--- src/rtl/ras_pkg.sv ---
package ras_pkg;

    typedef enum logic {
        OVF_WRAP   = 1'b0,
        OVF_REFUSE = 1'b1
    } ovf_policy_e;

    typedef enum logic [2:0] {
        ACT_IDLE,
        ACT_PUSH,
        ACT_POP,
        ACT_SWAP,
        ACT_PUSH_WRAP,
        ACT_PUSH_DROP,
        ACT_CLEAR
    } ras_act_e;

    typedef struct packed {
        logic flush;
        logic push;
        logic pop;
    } ras_req_t;

    // Resolve one cycle's requests into a single stack action.
    function automatic ras_act_e ras_classify(ras_req_t req, logic empty,
                                              logic full, ovf_policy_e pol);
        ras_act_e act;
        if (req.flush)
            act = ACT_CLEAR;
        else if (req.push && req.pop)
            act = empty ? ACT_IDLE : ACT_SWAP;
        else if (req.push)
            act = !full ? ACT_PUSH
                        : ((pol == OVF_WRAP) ? ACT_PUSH_WRAP : ACT_PUSH_DROP);
        else if (req.pop)
            act = empty ? ACT_IDLE : ACT_POP;
        else
            act = ACT_IDLE;
        return act;
    endfunction

endpackage

--- src/rtl/ras_ctrl.sv ---
module ras_ctrl
    import ras_pkg::*;
#(
    parameter int          DEPTH      = 8,
    parameter ovf_policy_e OVF_POLICY = OVF_WRAP,
    localparam int         PW         = $clog2(DEPTH),
    localparam int         CW         = $clog2(DEPTH + 1)
) (
    input  logic          clk,
    input  logic          rst,
    input  ras_req_t      req_i,
    output logic [PW-1:0] top_o,
    output logic [CW-1:0] cnt_o,
    output logic          ovf_o,
    output logic          wr_en_o,
    output logic [PW-1:0] wr_idx_o
);

    localparam logic [PW-1:0] LAST = PW'(DEPTH - 1);
    localparam logic [CW-1:0] FULL = CW'(DEPTH);

    logic [PW-1:0] top_q, top_d, top_up, top_dn;
    logic [CW-1:0] cnt_q, cnt_d;
    logic          ovf_q, ovf_d;
    ras_act_e      act;

    assign top_up = (top_q == LAST)     ? '0   : top_q + PW'(1);
    assign top_dn = (top_q == PW'(0))   ? LAST : top_q - PW'(1);

    assign act = ras_classify(req_i, cnt_q == CW'(0), cnt_q == FULL, OVF_POLICY);

    always_comb begin
        top_d    = top_q;
        cnt_d    = cnt_q;
        ovf_d    = ovf_q;
        wr_en_o  = 1'b0;
        wr_idx_o = top_up;
        case (act)
            ACT_CLEAR: begin
                top_d = LAST;
                cnt_d = '0;
                ovf_d = 1'b0;
            end
            ACT_PUSH: begin
                top_d   = top_up;
                cnt_d   = cnt_q + CW'(1);
                wr_en_o = 1'b1;
            end
            ACT_POP: begin
                top_d = top_dn;
                cnt_d = cnt_q - CW'(1);
            end
            ACT_SWAP: begin
                wr_en_o  = 1'b1;
                wr_idx_o = top_q;
            end
            ACT_PUSH_WRAP: begin
                top_d   = top_up;
                ovf_d   = 1'b1;
                wr_en_o = 1'b1;
            end
            ACT_PUSH_DROP: begin
                ovf_d = 1'b1;
            end
            default: ;
        endcase
    end

    always_ff @(posedge clk) begin
        if (rst) begin
            top_q <= LAST;
            cnt_q <= '0;
            ovf_q <= 1'b0;
        end else begin
            top_q <= top_d;
            cnt_q <= cnt_d;
            ovf_q <= ovf_d;
        end
    end

    assign top_o = top_q;
    assign cnt_o = cnt_q;
    assign ovf_o = ovf_q;

endmodule

--- src/rtl/ras_store.sv ---
module ras_store #(
    parameter int  DEPTH = 8,
    parameter int  AW    = 32,
    localparam int PW    = $clog2(DEPTH)
) (
    input  logic          clk,
    input  logic          rst,
    input  logic          wr_en_i,
    input  logic [PW-1:0] wr_idx_i,
    input  logic [AW-1:0] wr_data_i,
    input  logic [PW-1:0] rd_idx_i,
    output logic [AW-1:0] rd_data_o
);

    logic [AW-1:0] slot_q [DEPTH];

    for (genvar i = 0; i < DEPTH; i++) begin : g_slot
        always_ff @(posedge clk) begin
            if (rst)
                slot_q[i] <= '0;
            else if (wr_en_i && (wr_idx_i == PW'(i)))
                slot_q[i] <= wr_data_i;
        end
    end

    assign rd_data_o = slot_q[rd_idx_i];

endmodule

--- src/rtl/ras_predictor.sv ---
module ras_predictor
    import ras_pkg::*;
#(
    parameter int          DEPTH      = 8,
    parameter int          AW         = 32,
    parameter ovf_policy_e OVF_POLICY = OVF_WRAP,
    localparam int         PW         = $clog2(DEPTH),
    localparam int         CW         = $clog2(DEPTH + 1)
) (
    input  logic          clk,
    input  logic          rst,
    input  logic          flush_i,
    input  logic          push_i,
    input  logic [AW-1:0] push_addr_i,
    input  logic          pop_i,
    output logic [AW-1:0] pred_addr_o,
    output logic          pred_valid_o,
    output logic [CW-1:0] count_o,
    output logic          ovf_o
);

    ras_req_t      req;
    logic [PW-1:0] top_idx;
    logic [PW-1:0] wr_idx;
    logic          wr_en;

    assign req = '{flush: flush_i, push: push_i, pop: pop_i};

    ras_ctrl #(
        .DEPTH      (DEPTH),
        .OVF_POLICY (OVF_POLICY)
    ) u_ctrl (
        .clk      (clk),
        .rst      (rst),
        .req_i    (req),
        .top_o    (top_idx),
        .cnt_o    (count_o),
        .ovf_o    (ovf_o),
        .wr_en_o  (wr_en),
        .wr_idx_o (wr_idx)
    );

    ras_store #(
        .DEPTH (DEPTH),
        .AW    (AW)
    ) u_store (
        .clk       (clk),
        .rst       (rst),
        .wr_en_i   (wr_en),
        .wr_idx_i  (wr_idx),
        .wr_data_i (push_addr_i),
        .rd_idx_i  (top_idx),
        .rd_data_o (pred_addr_o)
    );

    assign pred_valid_o = (count_o != CW'(0));

endmodule

--- config.mk ---
export PLATFORM = sky130hd
export DESIGN_NAME = ras_predictor
export DESIGN_NICKNAME = d
export VERILOG_FILES = /design/src/rtl/ras_pkg.sv /design/src/rtl/ras_ctrl.sv /design/src/rtl/ras_store.sv /design/src/rtl/ras_predictor.sv
export SDC_FILE = /design/constraint.sdc
export NUM_CORES = 1
export LEC_CHECK = 0
export BUFFER_PORTS_ARGS = -buffer_cell sky130_fd_sc_hd__buf_2
export CAP_MARGIN = 10
export CORE_ASPECT_RATIO = 0.7
export CORE_MARGIN = 8
export CORE_UTILIZATION = 50
export CTS_CLUSTER_SIZE = 25
export DETAILED_ROUTE_END_ITERATION = 8
export PLACE_DENSITY = 0.68
export SYNTH_ARGS = -nofsm -noshare
export SYNTH_HDL_FRONTEND = slang
export SYNTH_SLANG_ARGS = --single-unit
export TNS_END_PERCENT = 30
--- constraint.sdc ---
create_clock -name clk -period 6 [get_ports clk]
set_input_delay 0 -clock clk [delete_from_list [all_inputs] [get_ports clk]]
set_output_delay 0 -clock clk [all_outputs]
set_load 0.01 [all_outputs]
==> results.md <==
* Post-route cell area at 13590 µm²
* Syn_area_per_cell at 14.86 µm²
* CTS sink count at 267
* Post-synth top area cell: edfxtp_1
* Max VDD drop at 0.2354 mV
* Minimum clock period at 3.402 ns
* Hold_buf cts at 34
* Worst-margin pin slew at 1.181 ns
* Share of layout cells above drive strength 1 at 27.47%
* # resized after CTS at 0
* Post-synth ARST share at 0%
* Gpl congestion at 0.7823
* Max frequency at 294.0 MHz
* Util after Layout at 59.62%
* CP max FO at 33
* Max Clock Skew at 0.01769 ns
* Critical path launch point type: flop
* Leakage at 4.744 nW
* WHS at 0.03117 ns
* Io pins at 75
* First-pass DRT Iterations at 7
* Min-delay worst type: primary input to flop
* # rows at 46
* Status: completed
* Final Net Count at 923
* Total grt overflow at 0
* Slowest Stage Delay on Critical Path at 0.99 ns
* Top-count cell post-synth: nor2_1
* Initial Util at 51.26%
* Post-Syn Instances at 786
* Register area at 7914 µm²
* Slew Viols, Final at 0
* Worst path cell trace: inv_1 > ha_1 > nand2b_1 > o22ai_1 > o21ai_4 > o21bai_4
* Final Hold Fails at 0
* DR WL/cell at 20.89 µm
* Synth top cells by count: nor2_1, edfxtp_1, mux4_2, nand2_1, mux2_2
* Cell variety after synth at 40
* Die ar. at 28590 µm²
* Tcrit/Tclk final at 56.70%
* Die Height at 143.9 µm
* CP arrival at 3.53 ns
* 1st-iter DRT viols at 692
* Synth Cell Area at 11680 µm²
* FF+latch count, synth at 267
* Post-route ant nets at 0
* Die Wd at 198.7 µm
* Setup TNS at 0 ns
* Fill cells at 1776
* Vias at 6754
* Port Buffers at 74
* Placed instance area at 12430 µm²
* First-pass GRT wire length at 39690 µm
* All-Layer GR Usage at 18.06%
* Setup Viol. Count Final at 0
* CP max-delay cell: o21bai_4
* CP Capture Type: flop
* Largest net degree at the start of global routing at 65
* Clock-pin slew on the worst setup and hold paths at 0.07 ns
* Synth warn at 0
* Vias in the first global route at 6880
* Seq/Total Area, Yosys at 67.69%
* Layout area overhead at 16.32%
* Crit path required time at 6.13 ns
* Post-CTS Setup Inserts at 0
* Worst r2r path cells at 6
* Top FF cell, synth: edfxtp_1
* PD cells at 297.0 nW/µm²
* # DRC at 0
* Clk_lat worst skew at 0.53 ns
* Post-synth top area share at 65.80%
* Max Cap Viol at 0
* Placed wire-length estimate at 14700 µm
* Initial antenna violation count at 1
* CTS Buf Count at 26
* Number of synthesized flops with an enable pin at 256
* Hold path depth at 3
* Dominant cells by area after synthesis: edfxtp_1, mux4_2, nor2_1
* CTS tree: done
* Net Count, Synth at 830
* Vias/cell at 5.577
* Multi-input combinational cell area at 3677 µm²
* Drt total wl at 25300 µm
* Crit Path Category: flop to flop
* H-tree depth at 1
* Core area at 22790 µm²
* Clk root buf: clkbuf_16
* RSZ-0062 raised after global routing: false
* Worst rel slew slack at 21.09%
* # diodes at 0
* Clk buf depth at 3
==> power by group <==
| group | leakage (nW) | internal, mW | switching, mW |
|---|---|---|---|
| clock | 0.405 | 0.871 | 0.688 |
| sequential | 2.72 | 2.12 | 0.0347 |
| combinational | 1.62 | 0.143 | 0.183 |
==> worst paths after layout <==
kind              slack (ns)       startpoint                    end
setup / recovery        2.60  u_ctrl.top_o[1]  u_store.slot_q[2][21]
hold / removal          0.03   push_addr_i[8]   u_store.slot_q[5][8]
setup reg to reg        2.60  u_ctrl.top_o[1]  u_store.slot_q[2][21]
hold reg to reg         0.47     u_ctrl.ovf_o           u_ctrl.ovf_o
==> layer usage <==
metal | wire length (µm) | global-route usage (%) | vias up
li1 | - | - | 3084
met5 | 13 | 0 | -
met4 | 543 | 4.395 | 2
met3 | 1707 | 2.804 | 45
met2 | 11500 | 28.18 | 240
met1 | 11540 | 26.38 | 3383
==> cell usage in the layout, fill, tap and decap left out, types with 2 or more instances in the layout <==
cell,n
dfxtp_1,8
o21bai_4,8
nand2b_1,3
a21oi_1,4
inv_1,4
dlygate4sd3_1,34
nand2_1,36
buf_4,8
dfxtp_2,2
buf_2,74
o22ai_1,3
xnor2_1,3
mux4_2,65
nor2_1,268
edfxtp_1,256
a22oi_2,2
inv_6,2
o211ai_1,2
mux2_2,33
clkbuf_16,27
clkinv_2,7
a32oi_4,4
nor2b_1,2
clkinvlp_4,2
clkinv_1,4
o21ai_0,3
nor3_1,4
o21ai_4,2
clkinv_4,3
clkbuf_1,2
ha_1,6
==> stage by stage <==
stage | worst slack, ns | instances | power (mW)
3_3_place_gp | 2.642 | 1129 | 2.499
5_1_grt | 2.314 | 1211 | 4.171
4_1_cts | 2.558 | 1211 | 4.068
6_report | 2.598 | 1211 | 4.036
3_5_place_dp | 2.594 | 1129 | 2.505
2_1_floorplan | 2.514 | 786 | 2.383
==> cell type report <==
| class | count | share of cell area [%] |
|---|---|---|
| clock inverter | 19 | 1.022 |
| sequential | 267 | 58.24 |
| inverter | 4 | 0.1105 |
| timing repair buffer | 116 | 5.672 |
| clock buffer | 29 | 5.027 |
| multi-input combinational | 464 | 27.06 |
| tap | 312 | 2.873 |
==> worst max-delay path: cells and delay by family, from the launching register on <==
family | cells | cell delay (ns)
buffers and inverters | 1 | 0.18
flip-flops | 1 | 0.39
adder cells (fa/ha/maj) | 1 | 0.54
AND/OR/NAND/NOR | 1 | 0.12
AO/OA/AOI/OAI | 3 | 1.76
==> logic make-up after synthesis <==
group | count (synthesis) | share of synthesized area [%]
fa+ha+maj | 7 | 0.8140
mux | 99 | 15.80
compound gates | 34 | 2.581
simple gates | 321 | 10.71
xor+xnor | 3 | 0.2250
flops | 267 | 67.69
buf+inv | 55 | 2.185
==> flip-flops by register name (all words and copies together), names as in the netlist, named ones only <==
name	count
u_store.slot_q	256
u_ctrl.cnt_o	4
u_ctrl.top_o	3
u_ctrl.ovf_o	1
No activity file was read; power rests on OpenSTA's default activity.
